`config.mk`:
```
export PLATFORM = sky130hd
export DESIGN_NAME = tod_clock_core
export DESIGN_NICKNAME = d
export VERILOG_FILES = /design/src/rtl/tod_pkg.sv /design/src/rtl/tod_divider.sv /design/src/rtl/tod_counter.sv /design/src/rtl/tod_alarm.sv /design/src/rtl/tod_clock_core.sv
export SDC_FILE = /design/constraint.sdc
export NUM_CORES = 1
export LEC_CHECK = 0
export BUFFER_PORTS_ARGS = -buffer_cell sky130_fd_sc_hd__buf_2
export CAP_MARGIN = 25
export CORE_MARGIN = 5
export CORE_UTILIZATION = 45
export DETAILED_ROUTE_END_ITERATION = 8
export HOLD_SLACK_MARGIN = 0.12
export PLACE_DENSITY = 0.7
export SLEW_MARGIN = 20
export SYNTH_ARGS = -nofsm -noshare
export SYNTH_HDL_FRONTEND = slang
export SYNTH_SLANG_ARGS = --single-unit
```
`constraint.sdc`:
```
create_clock -name clk -period 4.05 [get_ports clk]
set_clock_uncertainty 0.15 [all_clocks]
set_input_delay 0.405 -clock clk [delete_from_list [all_inputs] [get_ports clk]]
set_output_delay 0.405 -clock clk [all_outputs]
set_load 0.005 [all_outputs]
```
`src/rtl/tod_pkg.sv`:
```
package tod_pkg;

    typedef struct packed {
        logic [4:0] hr;
        logic [5:0] min;
        logic [5:0] sec;
    } tod_t;

    typedef enum logic [2:0] {
        RA_SEC     = 3'd0,
        RA_SEC_ALM = 3'd1,
        RA_MIN     = 3'd2,
        RA_MIN_ALM = 3'd3,
        RA_HR      = 3'd4,
        RA_HR_ALM  = 3'd5,
        RA_CTLA    = 3'd6,
        RA_CTLB    = 3'd7
    } tod_addr_e;

    localparam logic [6:0] CTLA_RESET = 7'h20;
    localparam logic [7:0] CTLB_RESET = 8'h02;
    localparam int FREEZE_BIT = 7;
    localparam int BIN_BIT    = 2;
    localparam int H24_BIT    = 1;

    function automatic logic is_wild(input logic [7:0] b);
        return b[7] & b[6];
    endfunction

    function automatic logic [6:0] byte_to_val(input logic [7:0] b, input logic bin);
        logic [7:0] t;
        if (bin) return b[6:0];
        t = {4'd0, b[7:4]} * 8'd10 + {4'd0, b[3:0]};
        return t[6:0];
    endfunction

    function automatic logic [7:0] val_to_byte(input logic [6:0] v, input logic bin);
        logic [7:0] t, tens, ones;
        t = {1'b0, v};
        if (bin) return t;
        tens = t / 8'd10;
        ones = t % 8'd10;
        return {tens[3:0], ones[3:0]};
    endfunction

    function automatic logic [4:0] hr_from_byte(input logic [7:0] b, input logic bin,
                                                input logic h24);
        logic [6:0] v;
        if (h24) begin
            v = byte_to_val(b, bin);
        end else begin
            v = byte_to_val({1'b0, b[6:0]}, bin) % 7'd12;
            if (b[7]) v = v + 7'd12;
        end
        return v[4:0];
    endfunction

    function automatic logic [7:0] hr_to_byte(input logic [4:0] h, input logic bin,
                                              input logic h24);
        logic [4:0] hh;
        logic [7:0] r;
        if (h24) return val_to_byte({2'b0, h}, bin);
        hh = (h >= 5'd12) ? h - 5'd12 : h;
        if (hh == 5'd0) hh = 5'd12;
        r = val_to_byte({2'b0, hh}, bin);
        r[7] = (h >= 5'd12);
        return r;
    endfunction

endpackage

```
`src/rtl/tod_divider.sv`:
```
module tod_divider #(
    parameter int TICKS_PER_SEC = 32768,
    parameter int UIP_TICKS     = 8
) (
    input  logic clk,
    input  logic rst,
    input  logic tick,
    input  logic div_hold,
    input  logic div_run,
    input  logic frozen,
    output logic advance,
    output logic uip
);
    localparam int PW = $clog2(TICKS_PER_SEC);
    localparam logic [PW-1:0] LAST      = PW'(TICKS_PER_SEC - 1);
    localparam logic [PW-1:0] HALF      = PW'(TICKS_PER_SEC / 2);
    localparam logic [PW-1:0] UIP_START = PW'(TICKS_PER_SEC - UIP_TICKS);

    logic [PW-1:0] phase;

    always_ff @(posedge clk) begin
        if (rst) begin
            phase <= '0;
        end else if (div_hold) begin
            phase <= HALF;
        end else if (tick && div_run) begin
            phase <= (phase == LAST) ? '0 : phase + 1'b1;
        end
    end

    assign advance = tick && div_run && !frozen && (phase == LAST);
    assign uip     = div_run && !frozen && (phase >= UIP_START);

endmodule

```
`src/rtl/tod_counter.sv`:
```
module tod_counter
    import tod_pkg::*;
(
    input  logic       clk,
    input  logic       rst,
    input  logic       advance,
    input  logic       wr_sec,
    input  logic       wr_min,
    input  logic       wr_hr,
    input  logic [6:0] wr_val,
    input  logic [4:0] wr_hr_val,
    output tod_t       now,
    output tod_t       next,
    output logic       wrap
);
    always_comb begin
        next = now;
        wrap = 1'b0;
        if (now.sec >= 6'd59) begin
            next.sec = '0;
            if (now.min >= 6'd59) begin
                next.min = '0;
                if (now.hr >= 5'd23) begin
                    next.hr = '0;
                    wrap    = 1'b1;
                end else begin
                    next.hr = now.hr + 1'b1;
                end
            end else begin
                next.min = now.min + 1'b1;
            end
        end else begin
            next.sec = now.sec + 1'b1;
        end
    end

    always_ff @(posedge clk) begin
        if (rst) begin
            now <= '0;
        end else begin
            if (advance) now <= next;
            if (wr_sec)  now.sec <= wr_val[5:0];
            if (wr_min)  now.min <= wr_val[5:0];
            if (wr_hr)   now.hr  <= wr_hr_val;
        end
    end

endmodule

```
`src/rtl/tod_alarm.sv`:
```
module tod_alarm
    import tod_pkg::*;
(
    input  logic       clk,
    input  logic       rst,
    input  logic       wr_sec,
    input  logic       wr_min,
    input  logic       wr_hr,
    input  logic [7:0] wr_data,
    input  logic       bin,
    input  logic       h24,
    input  tod_t       cand,
    output logic [7:0] alm_sec,
    output logic [7:0] alm_min,
    output logic [7:0] alm_hr,
    output logic       match
);
    logic sec_ok, min_ok, hr_ok;

    always_ff @(posedge clk) begin
        if (rst) begin
            alm_sec <= '0;
            alm_min <= '0;
            alm_hr  <= '0;
        end else begin
            if (wr_sec) alm_sec <= wr_data;
            if (wr_min) alm_min <= wr_data;
            if (wr_hr)  alm_hr  <= wr_data;
        end
    end

    always_comb begin
        sec_ok = is_wild(alm_sec) || (byte_to_val(alm_sec, bin) == {1'b0, cand.sec});
        min_ok = is_wild(alm_min) || (byte_to_val(alm_min, bin) == {1'b0, cand.min});
        hr_ok  = is_wild(alm_hr)  || (hr_from_byte(alm_hr, bin, h24) == cand.hr);
        match  = sec_ok && min_ok && hr_ok;
    end

endmodule

```
`src/rtl/tod_clock_core.sv`:
```
module tod_clock_core
    import tod_pkg::*;
#(
    parameter int TICKS_PER_SEC = 32768,
    parameter int UIP_TICKS     = 8
) (
    input  logic       clk,
    input  logic       rst,
    input  logic       tick_32k,
    input  logic       wr_en,
    input  logic [2:0] wr_addr,
    input  logic [7:0] wr_data,
    input  logic [2:0] rd_addr,
    output logic [7:0] rd_data,
    output logic       uip,
    output logic       update_done,
    output logic       alarm_hit,
    output logic       day_wrap
);
    logic [6:0] ctla_q;
    logic [7:0] ctlb_q;
    logic       bin, h24, frozen, div_hold, div_run, advance, wrap, match;
    tod_t       now, next;
    logic [7:0] alm_sec, alm_min, alm_hr;
    tod_addr_e  wsel, rsel;

    assign wsel     = tod_addr_e'(wr_addr);
    assign rsel     = tod_addr_e'(rd_addr);
    assign bin      = ctlb_q[BIN_BIT];
    assign h24      = ctlb_q[H24_BIT];
    assign frozen   = ctlb_q[FREEZE_BIT];
    assign div_hold = ctla_q[6] & ctla_q[5];
    assign div_run  = ctla_q[6:4] <= 3'd2;

    always_ff @(posedge clk) begin
        if (rst) begin
            ctla_q <= CTLA_RESET;
            ctlb_q <= CTLB_RESET;
        end else if (wr_en) begin
            if (wsel == RA_CTLA) ctla_q <= wr_data[6:0];
            if (wsel == RA_CTLB) ctlb_q <= wr_data;
        end
    end

    tod_divider #(
        .TICKS_PER_SEC(TICKS_PER_SEC),
        .UIP_TICKS    (UIP_TICKS)
    ) u_div (
        .clk     (clk),
        .rst     (rst),
        .tick    (tick_32k),
        .div_hold(div_hold),
        .div_run (div_run),
        .frozen  (frozen),
        .advance (advance),
        .uip     (uip)
    );

    tod_counter u_cnt (
        .clk      (clk),
        .rst      (rst),
        .advance  (advance),
        .wr_sec   (wr_en && wsel == RA_SEC),
        .wr_min   (wr_en && wsel == RA_MIN),
        .wr_hr    (wr_en && wsel == RA_HR),
        .wr_val   (byte_to_val(wr_data, bin)),
        .wr_hr_val(hr_from_byte(wr_data, bin, h24)),
        .now      (now),
        .next     (next),
        .wrap     (wrap)
    );

    tod_alarm u_alm (
        .clk    (clk),
        .rst    (rst),
        .wr_sec (wr_en && wsel == RA_SEC_ALM),
        .wr_min (wr_en && wsel == RA_MIN_ALM),
        .wr_hr  (wr_en && wsel == RA_HR_ALM),
        .wr_data(wr_data),
        .bin    (bin),
        .h24    (h24),
        .cand   (next),
        .alm_sec(alm_sec),
        .alm_min(alm_min),
        .alm_hr (alm_hr),
        .match  (match)
    );

    always_ff @(posedge clk) begin
        if (rst) begin
            update_done <= 1'b0;
            alarm_hit   <= 1'b0;
            day_wrap    <= 1'b0;
        end else begin
            update_done <= advance;
            alarm_hit   <= advance && match;
            day_wrap    <= advance && wrap;
        end
    end

    always_comb begin
        case (rsel)
            RA_SEC:     rd_data = val_to_byte({1'b0, now.sec}, bin);
            RA_SEC_ALM: rd_data = alm_sec;
            RA_MIN:     rd_data = val_to_byte({1'b0, now.min}, bin);
            RA_MIN_ALM: rd_data = alm_min;
            RA_HR:      rd_data = hr_to_byte(now.hr, bin, h24);
            RA_HR_ALM:  rd_data = alm_hr;
            RA_CTLA:    rd_data = {uip, ctla_q};
            default:    rd_data = ctlb_q;
        endcase
    end

endmodule

```
-- Yosys cells after proc, flatten, opt, wreduce, memory -nomap -nowiden
Index checks and enable logic that the tools add are counted.
Widths: inputs -> output; s select.
- bits in registers: 74
- input bits: 18
- muxes and demuxes: 57
- reduce and logical (&&, ||, !) cells: 29
- add/sub/neg operators: 13
- divide/modulo/power cells: 10
- eq/ne operators: 17
- bitwise operators: 4
- multipliers: 6
- order comparisons: 6
- operator list (cell ; number):
    $mux 7 ; 12
    $mux 5 ; 13
    $mux 8 ; 8
    $pmux 8 s7 ; 1
    $mux 15 ; 3
    $mux 6 ; 5
    $add 7x4->7 ; 4
    $eq 3x3->1 const B ; 7
    $mux 17 ; 1
    $div 5x4->8 const B ; 2
    $div 6x4->8 const B ; 2
    $mod 5x4->8 const B ; 2
    $mod 6x4->8 const B ; 2
    $add 15x1->15 const B ; 1
    $eq 15x15->1 const B ; 1
    $ge 15x15->1 const B ; 1
    $logic_and 1x1->1 ; 15
    $eq 7x6->1 ; 2
    $mod 7x4->7 const B ; 2
    $mux 1 ; 13
    $add 6x1->6 const B ; 2
    $eq 3x2->1 const B ; 4
    $ge 6x6->1 const B ; 2
    $mul 3x3->6 const B ; 2
    other kinds (22) ; 35

-- Logic depth before layout (Yosys ltp)
- depth after elaboration: 12
- mapped depth: 19
- mapped depth without buffers: 18

-- Cells and area by module
From an unflattened synthesis, not the netlist that was laid out.
- cell total of the unflattened synthesis: 1047
- area, all modules: 7965.1 um^2
- modules (own cells, without submodules) (module ; seq. area each (um^2) ; area an instance (um^2) ; cells an instance ; times used):
    tod_clock_core ; 360.3 ; 3643.5 ; 521 ; 1
    tod_alarm ; 480.5 ; 2303.5 ; 266 ; 1
    tod_counter ; 340.3 ; 1258.7 ; 172 ; 1
    tod_divider ; 300.3 ; 759.5 ; 88 ; 1

-- Least setup slack after synthesis
No wires, ideal clock.
- path type: register -> output
- start: register, netlist name u_cnt.now[14]
- end: output port rd_data[2]
- arrival time: 3.308 ns
- slack: 0.187 ns
- stages on the path, launching flop included: 16
- path buffers: 1
- data required time: 3.495 ns
- cell sequence: dfxtp_1 clkbuf_1 clkinv_1 ha_1 nand2b_1 o2bb2ai_1 a2bb2oi_1 ha_1 nand2_1 a21oi_1 mux2i_1 a21o_1 and2_1 mux2i_1 nor4_1 nor3_1
- cells in the longest elaborated chain, start to end: 10
- elaborated cells on any way between the ends: 16
- those cells by class: add/sub: 1; div: 2; order compare: 1; mux: 11; reduce/logical: 1
- ends and longest elaborated chain (what ; line ; RTL):
    $sub 5x4->5 or $ge 5x4->1 (tied branches) ; tod_pkg.sv:63 ; hh = (h >= 5'd12) ? h - 5'd12 : h;
    $mux 5 ; tod_pkg.sv:63 ;
    $logic_not 5->1 ; tod_pkg.sv:64 ; if (hh == 5'd0) hh = 5'd12;
    $mux 5 ; tod_pkg.sv:64 ;
    $mux 5 ; tod_pkg.sv:63 ;
    $mux 5 ; tod_clock_core.sv:102 ; case (rsel)
    $mod 5x4->8 or $mux 7 (tied branches) ; tod_pkg.sv:42, tod_pkg.sv:40 ;
    $mux 7 ; tod_pkg.sv:41 ; tens = t / 8'd10;
    $mux 8 * ; tod_pkg.sv:63 ;
    $pmux 8 s7 * ; tod_clock_core.sv:102 ;
    end: declaration ; tod_clock_core.sv:14 ; output logic [7:0] rd_data,
Every way passes the cells marked *; elsewhere a longest branch is shown, timed or not. The select of a mux whose other input is x is not followed.

-- Worst setup path in the final report
- start: register, netlist name u_cnt.now[13]
- end: output port rd_data[2]
- cells in the longest elaborated chain, start to end: 10
- elaborated cells on any way between the ends: 15
- those cells by class: add/sub: 1; div: 2; order compare: 1; mux: 10; reduce/logical: 1
- ends and longest elaborated chain (what ; line):
    $sub 5x4->5 or $ge 5x4->1 (tied branches) ; tod_pkg.sv:63
    $mux 5 ; tod_pkg.sv:63
    $logic_not 5->1 ; tod_pkg.sv:64
    $mux 5 ; tod_pkg.sv:64
    $mux 5 ; tod_pkg.sv:63
    $mux 5 ; tod_clock_core.sv:102
    $mod 5x4->8 or $mux 7 (tied branches) ; tod_pkg.sv:42, tod_pkg.sv:40
    $mux 7 ; tod_pkg.sv:41
    $mux 8 * ; tod_pkg.sv:63
    $pmux 8 s7 * ; tod_clock_core.sv:102
Marked as above.

==> results.json <==
{
  "synth-compound-area-share": 0.248,
  "ir_drop_v": 0.000234,
  "dpl_cell_area_sq_mm": 0.00778,
  "hp-class": "input pin to register",
  "synth-simple-area-share": 0.266,
  "avgSynthCellArea_sq_um": 7.25,
  "fillers": 1580,
  "hold_violations": 0,
  "synth_fa_ha_area_frac": 0.0999,
  "final_area_sq_mm": 0.00826,
  "h-tree-depth": 3,
  "gr-usage-all-layers": 0.229,
  "power_frac_clock": 0.367,
  "via_per_inst": 5.88,
  "place_congestion": 0.918,
  "combPwrFrac": 0.272,
  "start_util": 0.460,
  "swShare": 0.337,
  "clock_sink_count": 74,
  "most-common-layout-cells": "nand2_1, nor2_1, a21oi_1",
  "r2r-start": "u_alm.alm_hr[4]",
  "drtAntennaViolNets": 0,
  "grt_pass1_vias": 6676,
  "cap_violations": 0,
  "cp.required_ns": 3.49,
  "core_sq_mm": 0.0159,
  "p_switching_uw": 720,
  "critPathKind": "register to output port",
  "sequentialPowerShare": 0.362,
  "cpLargestDelayFamily": "simple AND/OR/NAND/NOR gates",
  "grt_pass1_wl_um": 34400,
  "layout-drive-gt1-share": 0.132,
  "hold_end": "u_alm.alm_min[1]",
  "ys_seq_area_frac": 0.202,
  "layout.nets": 1108,
  "reg2reg_slack_ns": 0.20,
  "wl_per_cell_um": 17.2,
  "grt-ovfl-total": 0,
  "netlist_area_sq_mm": 0.00733,
  "p_total_mw": 2.14,
  "synth.net_count": 1083,
  "p_int_mw": 1.42,
  "cts_root_buf": "clkbuf_16",
  "synth_cell_type_count": 78,
  "path_clk_slew_ns": 0.07,
  "area_growth_pct": 12.7,
  "drt-total-wl_um": 21600,
  "fin_crit_sh": 0.970,
  "synth_mux_area_frac": 0.0606,
  "maxSlewHeadroom": 0.333,
  "maxSlewViolCount": 0,
  "synth-edff-count": 0,
  "insertion_delay_ns": 0.35,
  "power_density_mw_per_mm2": 259,
  "slowest_delay_ns": 0.31,
  "clock_path_buffers": 2,
  "min_from": "wr_data[1]",
  "r2r_end": "alarm_hit",
  "critical-path-slowest-cell": "dfxtp_1",
  "min_path_cells": 3,
  "io_buffers": 29,
  "arrival_ns": 3.38,
  "tightest_slew_ns": 0.993,
  "critPathCaptureType": "output port",
  "crit_chain": "inv_1 > ha_2 > nor3_1 > o21ai_0 > and3_1 > ha_1 > nand2_1 > a21oi_2 > mux2i_2 > a21o_1 > and2_1 > mux2i_1 > nor4_1 > nor3_1 > buf_2",
  "critPathBufInv": 2,
  "worst-path-max-fanout": 8,
  "post-dp-hpwl_um": 16000,
  "rsz0062_at_grt": "yes",
  "layout_commonest_cell": "nand2_1",
  "cpMostUsedCell": "nor3_1",
  "dr.first_iter.drc_count": 687,
  "async_reset_ff_frac": 0,
  "cts_buffers": 9,
  "rr_worst_depth": 16,
  "first_pass_iters": 5,
  "num_vias": 7391,
  "leakage_nw": 3.15,
  "max_clock_freq_mhz": 254,
  "synth_seq_cells": 74,
  "grt_max_degree": 69,
  "synth_top_family_by_area": "simple AND/OR/NAND/NOR gates",
  "setup_violations": 0,
  "die_h_um": 138,
  "cts_tree": "yes",
  "synth-xor-area-share": 0.0801,
  "synthCells": 1011,
  "status": "completed",
  "synth_ff_type": "dfxtp_1",
  "io_pins": 30,
  "drc": 0,
  "cp-start-kind": "register",
  "die_area_sq_mm": 0.0189,
  "post-route-min-period_ns": 3.93,
  "yosysWarnings": 0,
  "rows": 46,
  "die_x_um": 138,
  "antenna_found_initial": 0,
  "antenna_cells": 0
}
==> final cells by class <==
class                   count  area (sq um)  share of cell area
flip-flops and latches     74          1490               0.180
inverters                  25          93.8              0.0114
clock inverters             6          47.5             0.00576
well taps                 216           270              0.0327
clock buffers              10           239              0.0289
repair buffers             71           480              0.0582
multi-input cells         855          5640               0.683
==> power groups by stage <==
stage / Sequential [mW] / Clock (mW) / Combinational, mW
4_1_cts: 0.771 / 0.792 / 0.563
2_1_floorplan: 0.775 / 0 / 0.406
5_1_grt: 0.775 / 0.826 / 0.642
3_3_place_gp: 0.787 / 0 / 0.549
3_5_place_dp: 0.788 / 0 / 0.557
6_report: 0.773 / 0.783 / 0.580
==> stage by stage <==
step	utilization	setup TNS [ns]	worst slack, ns	hold WS (ns)	cells
global placement	0.488	0	0.217	0.298	1232
finish	0.518	0	0.120	0.222	1257
detailed placement	0.488	0	0.145	0.298	1232
floorplan	-	0	0.187	0.286	1011
CTS	0.507	0	0.000380	0.211	1249
global route	0.518	-0.111	-0.0598	0.232	1257
==> Yosys cell counts, drive strengths merged (12+ instances only) <==
master  count  area [sq um]
a21oi      97           485
clkbuf     39           146
nand3      28           140
nor2b      21           131
xnor2      40           350
nor2      107           402
ha         48           601
nand2     153           574
nand2b     19           119
xor2       27           236
o21ai      55           275
a211oi     20           175
mux2i      32           320
nor3b      12          95.1
a31oi      13          81.3
nor3       25           130
inv        23          86.3
dfxtp      74          1480
buf        18          81.3
==> cell families (layout without fill, tap and decap cells) <==
group | after synthesis | count (layout)
multiplexers | 42 | 42
AO/OA/AOI/OAI | 277 | 277
flip-flops | 74 | 74
AND/OR/NAND/NOR | 414 | 414
XOR/XNOR | 67 | 67
adder cells (fa/ha/maj) | 55 | 55
buffers and inverters | 82 | 112
==> sequential cells by signal, indices dropped and copies added (netlist names) <==
signal         cells
alarm_hit          1
ctla_q             7
ctlb_q             8
day_wrap           1
u_alm.alm_hr       8
u_alm.alm_min      8
u_alm.alm_sec      8
u_cnt.now         17
u_div.phase       15
update_done        1
==> routing by layer <==
layer,global-route usage,share of wire
met5,0,0
met4,0.0654,0.020
met3,0.0391,0.073
met2,0.361,0.45
met1,0.322,0.46
==> what timing repair did <==
item	4_1_cts	5_1_grt
hold buffers	0	0
buffers inserted	1	8
resized for setup	3	26
pin swaps	0	11
setup endpoints to repair	3	4
endpoints found under the hold margin	0	0
==> worst max-delay path by stage <==
stage / start / to / slack [ns] / depth (start not counted)
6_report: u_cnt.now[13] / rd_data[2] / 0.12 / 15
3_5_place_dp: u_alm.alm_hr[4] / alarm_hit / 0.15 / 16
5_1_grt: u_alm.alm_hr[4] / alarm_hit / -0.06 / 18
3_3_place_gp: u_alm.alm_hr[4] / alarm_hit / 0.22 / 16
2_1_floorplan: u_cnt.now[14] / rd_data[2] / 0.19 / 15
4_1_cts: u_cnt.now[14] / rd_data[2] / 0.0004 / 15
==> worst reg2reg max path, delay by kind of cell, from the launching register on <==
kind	cells	cell delay (ns)
simple gates	4	0.99
xor+xnor	1	0.10
compound gates	7	1.08
fa+ha+maj	4	1.11
flops	1	0.34
Power figures use the tool's default switching activity.
